**src/rtl/vtb_pkg.sv**
```systemverilog
package vtb_pkg;

    localparam int WORD_W = 32;

    typedef enum logic [1:0] {
        MODE_NONE  = 2'd0,
        MODE_TAIL  = 2'd1,
        MODE_MIXED = 2'd2,
        MODE_CONV  = 2'd3
    } tb_mode_e;

    typedef enum logic [2:0] {
        ST_IDLE,
        ST_SEEK,
        ST_WSTART,
        ST_TRACE,
        ST_DRAIN
    } tb_state_e;

    typedef struct packed {
        logic valid;
        logic value;
        logic final_bit;
    } dec_bit_t;

    function automatic logic [4:0] bit_slot(input logic [4:0] cnt, input logic msb_first);
        return msb_first ? (5'd31 - cnt) : cnt;
    endfunction

endpackage

```
**src/rtl/vtb_dec_store.sv**
```systemverilog
module vtb_dec_store #(
    parameter int NS    = 16,
    parameter int DEPTH = 128,
    localparam int SW   = $clog2(DEPTH)
) (
    input  logic          clk,
    input  logic          wr_en,
    input  logic [SW-1:0] wr_stage,
    input  logic [NS-1:0] wr_vec,
    input  logic [SW-1:0] rd_stage,
    output logic [NS-1:0] rd_vec
);
    logic [NS-1:0] cells [DEPTH];

    always_ff @(posedge clk) begin
        if (wr_en) cells[wr_stage] <= wr_vec;
    end

    assign rd_vec = cells[rd_stage];
endmodule

```
**src/rtl/vtb_word_pack.sv**
```systemverilog
module vtb_word_pack
    import vtb_pkg::*;
(
    input  logic        clk,
    input  logic        rst,
    input  dec_bit_t    evt,
    input  logic        msb_first,
    output logic        room,
    output logic        idle,
    output logic        out_valid,
    input  logic        out_ready,
    output logic [31:0] out_data,
    output logic        out_last
);
    logic [31:0] acc;
    logic [4:0]  cnt;
    logic [31:0] placed;
    logic [31:0] merged;

    assign placed = 32'(evt.value) << bit_slot(cnt, msb_first);
    assign merged = acc | placed;
    assign room   = !out_valid || out_ready;
    assign idle   = !out_valid && (cnt == 5'd0);

    always_ff @(posedge clk) begin
        if (rst) begin
            acc       <= '0;
            cnt       <= '0;
            out_valid <= 1'b0;
            out_data  <= '0;
            out_last  <= 1'b0;
        end else begin
            if (out_valid && out_ready) out_valid <= 1'b0;
            if (evt.valid) begin
                if (cnt == 5'd31 || evt.final_bit) begin
                    out_data  <= merged;
                    out_last  <= evt.final_bit;
                    out_valid <= 1'b1;
                    acc       <= '0;
                    cnt       <= '0;
                end else begin
                    acc <= merged;
                    cnt <= cnt + 5'd1;
                end
            end
        end
    end

    assert_hold_R9: assert property (@(posedge clk) disable iff (rst)
        (out_valid && !out_ready) |=> (out_valid && $stable(out_data) && $stable(out_last)));

    assert_push_room_R9: assert property (@(posedge clk) disable iff (rst)
        evt.valid |-> (!out_valid || out_ready));

    assert_final_last_R8: assert property (@(posedge clk) disable iff (rst)
        (evt.valid && evt.final_bit) |=> (out_valid && out_last));
endmodule

```
**src/rtl/vtb_trace_ctrl.sv**
```systemverilog
module vtb_trace_ctrl
    import vtb_pkg::*;
#(
    parameter int K     = 5,
    parameter int DEPTH = 128,
    parameter int LW    = 10,
    localparam int SB   = K - 1,
    localparam int NS   = 1 << SB,
    localparam int SW   = $clog2(DEPTH),
    localparam int EW   = LW + 2
) (
    input  logic          clk,
    input  logic          rst,
    input  logic          start,
    input  logic [1:0]    mode,
    input  logic [LW-1:0] frame_len,
    input  logic [LW-1:0] win_r,
    input  logic [LW-1:0] win_c,
    input  logic [SB-1:0] start_state,
    input  logic          msb_first,
    output logic [SW-1:0] rd_stage,
    input  logic [NS-1:0] rd_vec,
    input  logic          step_ok,
    input  logic          pack_idle,
    output dec_bit_t      evt,
    output logic          order_o,
    output logic          busy,
    output logic          cfg_err
);
    localparam logic [EW-1:0] TAIL = EW'(K - 1);
    localparam logic [EW-1:0] DEP  = EW'(DEPTH);
    localparam logic [EW-1:0] ONE  = EW'(1);

    tb_state_e     st;
    tb_mode_e      c_mode;
    logic [EW-1:0] c_f, c_r, c_c;
    logic [SB-1:0] c_ss;
    logic          c_ord;
    logic [EW-1:0] win_lo, win_hi, cur_stage;
    logic [SB-1:0] cur_state;
    logic          err_q;

    tb_mode_e      in_mode;
    logic [EW-1:0] in_f, in_r, in_c, in_stored;
    logic          in_bad;
    logic [EW-1:0] last_stored, reach, w_hi, conv_top, w_top;
    logic          is_last;
    logic [SB-1:0] pred;
    logic          emit;

    always_comb begin
        in_mode   = tb_mode_e'(mode);
        in_f      = EW'(frame_len);
        in_r      = EW'(win_r);
        in_c      = EW'(win_c);
        in_stored = in_f + ((in_mode == MODE_CONV) ? '0 : TAIL);
        in_bad    = (in_mode == MODE_NONE) || (in_f == '0) || (in_stored > DEP) ||
                    ((in_mode != MODE_TAIL) && ((in_r == '0) || ((in_r + in_c) > DEP)));
    end

    always_comb begin
        last_stored = c_f - ONE + ((c_mode == MODE_CONV) ? '0 : TAIL);
        reach       = win_lo + c_r;
        is_last     = (reach >= c_f);
        w_hi        = is_last ? c_f : reach;
        conv_top    = w_hi + c_c - ONE;
        if (is_last)                    w_top = last_stored;
        else if (conv_top > last_stored) w_top = last_stored;
        else                            w_top = conv_top;
    end

    assign pred     = {rd_vec[cur_state], cur_state[SB-1:1]};
    assign rd_stage = cur_stage[SW-1:0];
    assign emit     = (st == ST_TRACE) && step_ok && (cur_stage < win_hi);

    always_comb begin
        evt.valid     = emit;
        evt.value     = cur_state[0];
        evt.final_bit = (cur_stage == '0);
    end

    assign order_o = c_ord;
    assign busy    = (st != ST_IDLE);
    assign cfg_err = err_q;

    always_ff @(posedge clk) begin
        if (rst) begin
            st        <= ST_IDLE;
            err_q     <= 1'b0;
            c_mode    <= MODE_NONE;
            c_f       <= '0;
            c_r       <= '0;
            c_c       <= '0;
            c_ss      <= '0;
            c_ord     <= 1'b0;
            win_lo    <= '0;
            win_hi    <= '0;
            cur_stage <= '0;
            cur_state <= '0;
        end else begin
            case (st)
                ST_IDLE: begin
                    if (start) begin
                        if (in_bad) begin
                            err_q <= 1'b1;
                        end else begin
                            err_q  <= 1'b0;
                            c_mode <= in_mode;
                            c_f    <= in_f;
                            c_r    <= (in_mode == MODE_TAIL) ? in_f : in_r;
                            c_c    <= in_c;
                            c_ss   <= start_state;
                            c_ord  <= msb_first;
                            win_lo <= '0;
                            st     <= ST_SEEK;
                        end
                    end
                end
                ST_SEEK: begin
                    if (is_last) st <= ST_WSTART;
                    else         win_lo <= reach;
                end
                ST_WSTART: begin
                    win_hi    <= w_hi;
                    cur_stage <= w_top;
                    cur_state <= is_last ? c_ss : '0;
                    st        <= ST_TRACE;
                end
                ST_TRACE: begin
                    if (step_ok) begin
                        cur_state <= pred;
                        if (cur_stage == win_lo) begin
                            if (win_lo == '0) begin
                                st <= ST_DRAIN;
                            end else begin
                                win_lo <= win_lo - c_r;
                                st     <= ST_WSTART;
                            end
                        end else begin
                            cur_stage <= cur_stage - ONE;
                        end
                    end
                end
                ST_DRAIN: begin
                    if (pack_idle) st <= ST_IDLE;
                end
                default: st <= ST_IDLE;
            endcase
        end
    end

    assert_stage_range_R5: assert property (@(posedge clk) disable iff (rst)
        (st == ST_TRACE) |-> ((cur_stage >= win_lo) && (cur_stage <= last_stored)));

    assert_busy_ignore_R11: assert property (@(posedge clk) disable iff (rst)
        (st != ST_IDLE) |=> ($stable(c_mode) && $stable(c_f) && $stable(c_ss)));

    assert_err_quiet_R10: assert property (@(posedge clk) disable iff (rst)
        err_q |-> !emit);
endmodule

```
**src/rtl/viterbi_traceback.sv**
```systemverilog
module viterbi_traceback
    import vtb_pkg::*;
#(
    parameter int K     = 5,
    parameter int DEPTH = 128,
    parameter int LW    = 10,
    localparam int SB   = K - 1,
    localparam int NS   = 1 << SB,
    localparam int SW   = $clog2(DEPTH)
) (
    input  logic          clk,
    input  logic          rst,
    input  logic          wr_en,
    input  logic [SW-1:0] wr_stage,
    input  logic [NS-1:0] wr_vec,
    input  logic          start,
    input  logic [1:0]    mode,
    input  logic [LW-1:0] frame_len,
    input  logic [LW-1:0] win_r,
    input  logic [LW-1:0] win_c,
    input  logic [SB-1:0] start_state,
    input  logic          msb_first,
    output logic          busy,
    output logic          cfg_err,
    output logic          out_valid,
    input  logic          out_ready,
    output logic [31:0]   out_data,
    output logic          out_last
);
    logic [SW-1:0] rd_stage;
    logic [NS-1:0] rd_vec;
    logic          room, pk_idle, order_q;
    dec_bit_t      evt;

    vtb_dec_store #(.NS(NS), .DEPTH(DEPTH)) u_store (
        .clk(clk), .wr_en(wr_en), .wr_stage(wr_stage), .wr_vec(wr_vec),
        .rd_stage(rd_stage), .rd_vec(rd_vec)
    );

    vtb_trace_ctrl #(.K(K), .DEPTH(DEPTH), .LW(LW)) u_ctrl (
        .clk(clk), .rst(rst), .start(start), .mode(mode),
        .frame_len(frame_len), .win_r(win_r), .win_c(win_c),
        .start_state(start_state), .msb_first(msb_first),
        .rd_stage(rd_stage), .rd_vec(rd_vec), .step_ok(room),
        .pack_idle(pk_idle), .evt(evt), .order_o(order_q),
        .busy(busy), .cfg_err(cfg_err)
    );

    vtb_word_pack u_pack (
        .clk(clk), .rst(rst), .evt(evt), .msb_first(order_q),
        .room(room), .idle(pk_idle), .out_valid(out_valid),
        .out_ready(out_ready), .out_data(out_data), .out_last(out_last)
    );

    assert_valid_busy_R11: assert property (@(posedge clk) disable iff (rst)
        out_valid |-> busy);
endmodule

```
**config.mk**
```make
export PLATFORM = sky130hd
export DESIGN_NAME = viterbi_traceback
export DESIGN_NICKNAME = d
export VERILOG_FILES = /design/src/rtl/vtb_pkg.sv /design/src/rtl/vtb_dec_store.sv /design/src/rtl/vtb_word_pack.sv /design/src/rtl/vtb_trace_ctrl.sv /design/src/rtl/viterbi_traceback.sv
export SDC_FILE = /design/constraint.sdc
export NUM_CORES = 2
export LEC_CHECK = 0
export BUFFER_PORTS_ARGS = -buffer_cell sky130_fd_sc_hd__buf_2
export CAP_MARGIN = 20
export CORE_ASPECT_RATIO = 0.75
export CORE_MARGIN = 5
export CORE_UTILIZATION = 55
export DETAILED_ROUTE_END_ITERATION = 8
export PLACE_DENSITY = 0.75
export SKIP_CTS_REPAIR_TIMING = 1
export SLEW_MARGIN = 20
export SYNTH_ARGS = -nofsm -noshare
export SYNTH_HDL_FRONTEND = slang
export SYNTH_SLANG_ARGS = --single-unit
```
**constraint.sdc**
```tcl
create_clock -name clk -period 9.15 [get_ports clk]
set_input_delay 1.3725 -clock clk [delete_from_list [all_inputs] [get_ports clk]]
set_output_delay 1.3725 -clock clk [all_outputs]
set_load 0.03 [all_outputs]
```
==> results.tsv <==
metric	value	unit
status	finished clean	
dpl.hpwl	145000	microns
synth_mux_area_frac	0.146	
routabilityCongestion	0.934	
cts_tree	built	
grt_pass1_vias	48344	
areaGrowthSynthToFinish	11.5	%
synth-edff-count	2048	
path_depth	37	
hold_viol	0	
ioPinCount	101	
num_vias	50159	
synthXorXnorAreaFrac	0.00530	
synth-simple-area-share	0.0446	
async_flop_share	0	
avgViaCountPerCell	6.77	
max_slew_margin	0.190	
worst_pin_slew	1.21	ns
fill_cells	11025	
syn_area	89200	sq um
max_stage_delay	0.56	ns
ant_nets	0	
worstSetupEndpointType	flop	
worstRegToRegCells	37	
startpoint_type	flop	
drive_gt1_frac	0.229	
finalSetupViolCount	0	
fmax	116	MHz
peakVddDrop	227	uV
cts.sinks	2207	
r2r_slack	0.49	ns
portBuffers	100	
ys_ff_latch	2207	
fin_tns_setup	0	ns
reg2reg_from	u_ctrl.c_r[1]$_SDFFE_PP0P_	
power_density	216	nW/um^2
finalWirelength	240000	microns
die_h	359	microns
critPathMaxFanout	22	
drtPass1Iterations	5	
cp-startpoint	u_ctrl.c_r[1]$_SDFFE_PP0P_	
worstPathRequired	9.86	ns
p_leak	31.2	nW
synth.avg_cell_area	18.4	sq um
final_net_count	5254	
ys_types	78	
crit_type	reg -> reg	
cap_viol_max_count	0	
die_w	475	microns
globalRouteOverflowTotal	0	
syn_nets	5011	
cts.clk_slew.worst_paths	0.07	ns
antenna_found_initial	10	
ys_seq_area_frac	0.725	
crit_path_frequent_cell	a21oi_1	
worst-path-buf-inv	5	
wl_per_cell	32.3	microns
synth_fa_ha_area_frac	0.0138	
drc	0	
hold_path_class	reg -> reg	
synth_top_family_by_area	multiplexers	
period_share	0.946	
clk_latency	0.85	ns
grt_usage	0.280	
fin_skew	0.0442	ns
core-area	162000	sq um
initial_utilization	0.551	
rsz0062_at_grt	false	
final_cell_mix	edfxtp_1, mux4_2, nor2_1, buf_4, clkbuf_16	
min_period	8.66	ns
dr.first_iter.drc_count	8396	
htreeDepth	4	
syn_inst	4850	
cpLargestDelayFamily	compound AO/OA/AOI/OAI gates	
slowest_stage	a2111oi_4	
ys_warn_count	0	
cp.arrival	9.36	ns
final_common_cell	edfxtp_1	
cts_buffers	197	
dieArea	170000	sq um
final_max_slew_viol_count	0	
cts_buffer_depth	3	
synth_compound_area_frac	0.0471	
grt_max_degree	121	
synth-main-ff-cell	edfxtp_1	
num_rows	128	
holdPathStages	2	
finalPower	21.5	mW
root_buffer	clkbuf_16	
grt_pass1_wl	345000	microns
through the flow:
| stage | cells | hold WS (ns) | instance area, sq um | worst slack [ns] | util |
|---|---|---|---|---|---|
| CTS | 7402 | 0.453 | 99500 | 0.619 | 0.615 |
| global route | 7405 | 0.479 | 99500 | 0.0104 | 0.615 |
| finish | 7408 | 0.449 | 99500 | 0.494 | 0.615 |
| detailed placement | 7039 | 0.444 | 93000 | 0.667 | 0.575 |
| floorplan | 4850 | 0.428 | 89200 | 1.43 | - |
| global placement | 7039 | 0.439 | 93000 | 0.681 | 0.575 |
cell type report:
| type | count | area, sq um | area share |
|---|---|---|---|
| multi-input combinational | 2271 | 23100 | 0.232 |
| clock buffer | 238 | 5220 | 0.0525 |
| antenna | 6 | 15.0 | 0.000151 |
| sequential | 2207 | 64700 | 0.650 |
| clock inverter | 125 | 1240 | 0.0124 |
| tap | 2145 | 2680 | 0.0270 |
| inverter | 101 | 379 | 0.00381 |
| timing repair buffer | 315 | 2240 | 0.0225 |
how the worst min path moves through the flow:
stage / from / end / slack (ns)
after floorplan: u_ctrl.win_hi[10]$_SDFFE_PP0P_ / u_ctrl.win_hi[10]$_SDFFE_PP0P_ / 0.43
final: u_ctrl.win_hi[11]$_SDFFE_PP0P_ / u_ctrl.win_hi[11]$_SDFFE_PP0P_ / 0.45
after detailed placement: u_ctrl.win_hi[11]$_SDFFE_PP0P_ / u_ctrl.win_hi[11]$_SDFFE_PP0P_ / 0.44
after global placement: u_ctrl.win_hi[11]$_SDFFE_PP0P_ / u_ctrl.win_hi[11]$_SDFFE_PP0P_ / 0.44
after CTS: u_ctrl.win_hi[11]$_SDFFE_PP0P_ / u_ctrl.win_hi[11]$_SDFFE_PP0P_ / 0.45
after global routing: u_ctrl.win_hi[11]$_SDFFE_PP0P_ / u_ctrl.win_hi[11]$_SDFFE_PP0P_ / 0.48
metal layers:
| layer | global-route usage | share of wire | up-vias | wire length [microns] |
|---|---|---|---|---|
| li1 | - | - | 20167 | - |
| met4 | 0.0876 | 0.033 | 2 | 8000 |
| met5 | 0 | 0.000054 | - | 13 |
| met2 | 0.395 | 0.44 | 3795 | 105000 |
| met1 | 0.418 | 0.39 | 25678 | 92300 |
| met3 | 0.0911 | 0.14 | 517 | 34400 |
sequential cells by signal, indices dropped and copies added (netlist names), 2 cells and up, named ones only:
name              count
u_ctrl.c_c           10
u_ctrl.c_f           10
u_ctrl.c_mode         2
u_ctrl.c_r           10
u_ctrl.c_ss           4
u_ctrl.cur_stage     12
u_ctrl.cur_state      4
u_ctrl.st             3
u_ctrl.win_hi        12
u_ctrl.win_lo        12
u_pack.acc           32
u_pack.cnt            5
u_pack.out_data      32
u_store.cells      2048
kinds of logic (layout without fill, tap and decap cells):
| kind of cell | Yosys count | count (layout) |
|---|---|---|
| AO/OA/AOI/OAI | 610 | 610 |
| adder cells (fa/ha/maj) | 96 | 96 |
| XOR/XNOR | 54 | 54 |
| AND/OR/NAND/NOR | 841 | 841 |
| buffers and inverters | 372 | 779 |
| flip-flops | 2207 | 2207 |
| other | 1 | 7 |
| multiplexers | 669 | 669 |
cell usage after synthesis (all sizes together), types with 22 or more instances:
cell / count / share of area
edfxtp: 2048 / 0.69
mux4: 503 / 0.13
nor2: 326 / 0.014
dfxtp: 159 / 0.036
buf: 145 / 0.0090
nand2: 143 / 0.0061
mux2i: 142 / 0.016
clkbuf: 126 / 0.0053
a21oi: 119 / 0.0067
inv: 99 / 0.0042
ha: 92 / 0.013
a211oi: 91 / 0.0077
nor3: 81 / 0.0045
o21ai: 76 / 0.0043
a22oi: 70 / 0.0059
nand3: 65 / 0.0036
o22ai: 50 / 0.0035
nor2b: 47 / 0.0033
nand2b: 44 / 0.0031
o21a: 40 / 0.0034
xnor2: 33 / 0.0032
nor4: 25 / 0.0018
mux2: 24 / 0.0030
and2: 22 / 0.0016
nand4: 22 / 0.0015
report_power, final:
group          internal [mW]  switching [mW]
registers               11.1          0.0642
clock network           4.59            3.72
logic                  0.788            1.28
total                   16.4            5.06
worst register-to-register path, delay by kind of cell, from the launching register on:
family	cells	cell delay [ns]
buf+inv	5	1.01
compound gates	20	4.37
fa+ha+maj	5	1.43
mux	1	0.30
flops	1	0.40
simple gates	4	0.67
xor+xnor	2	0.35
No activity file was read; power rests on OpenSTA's default activity.
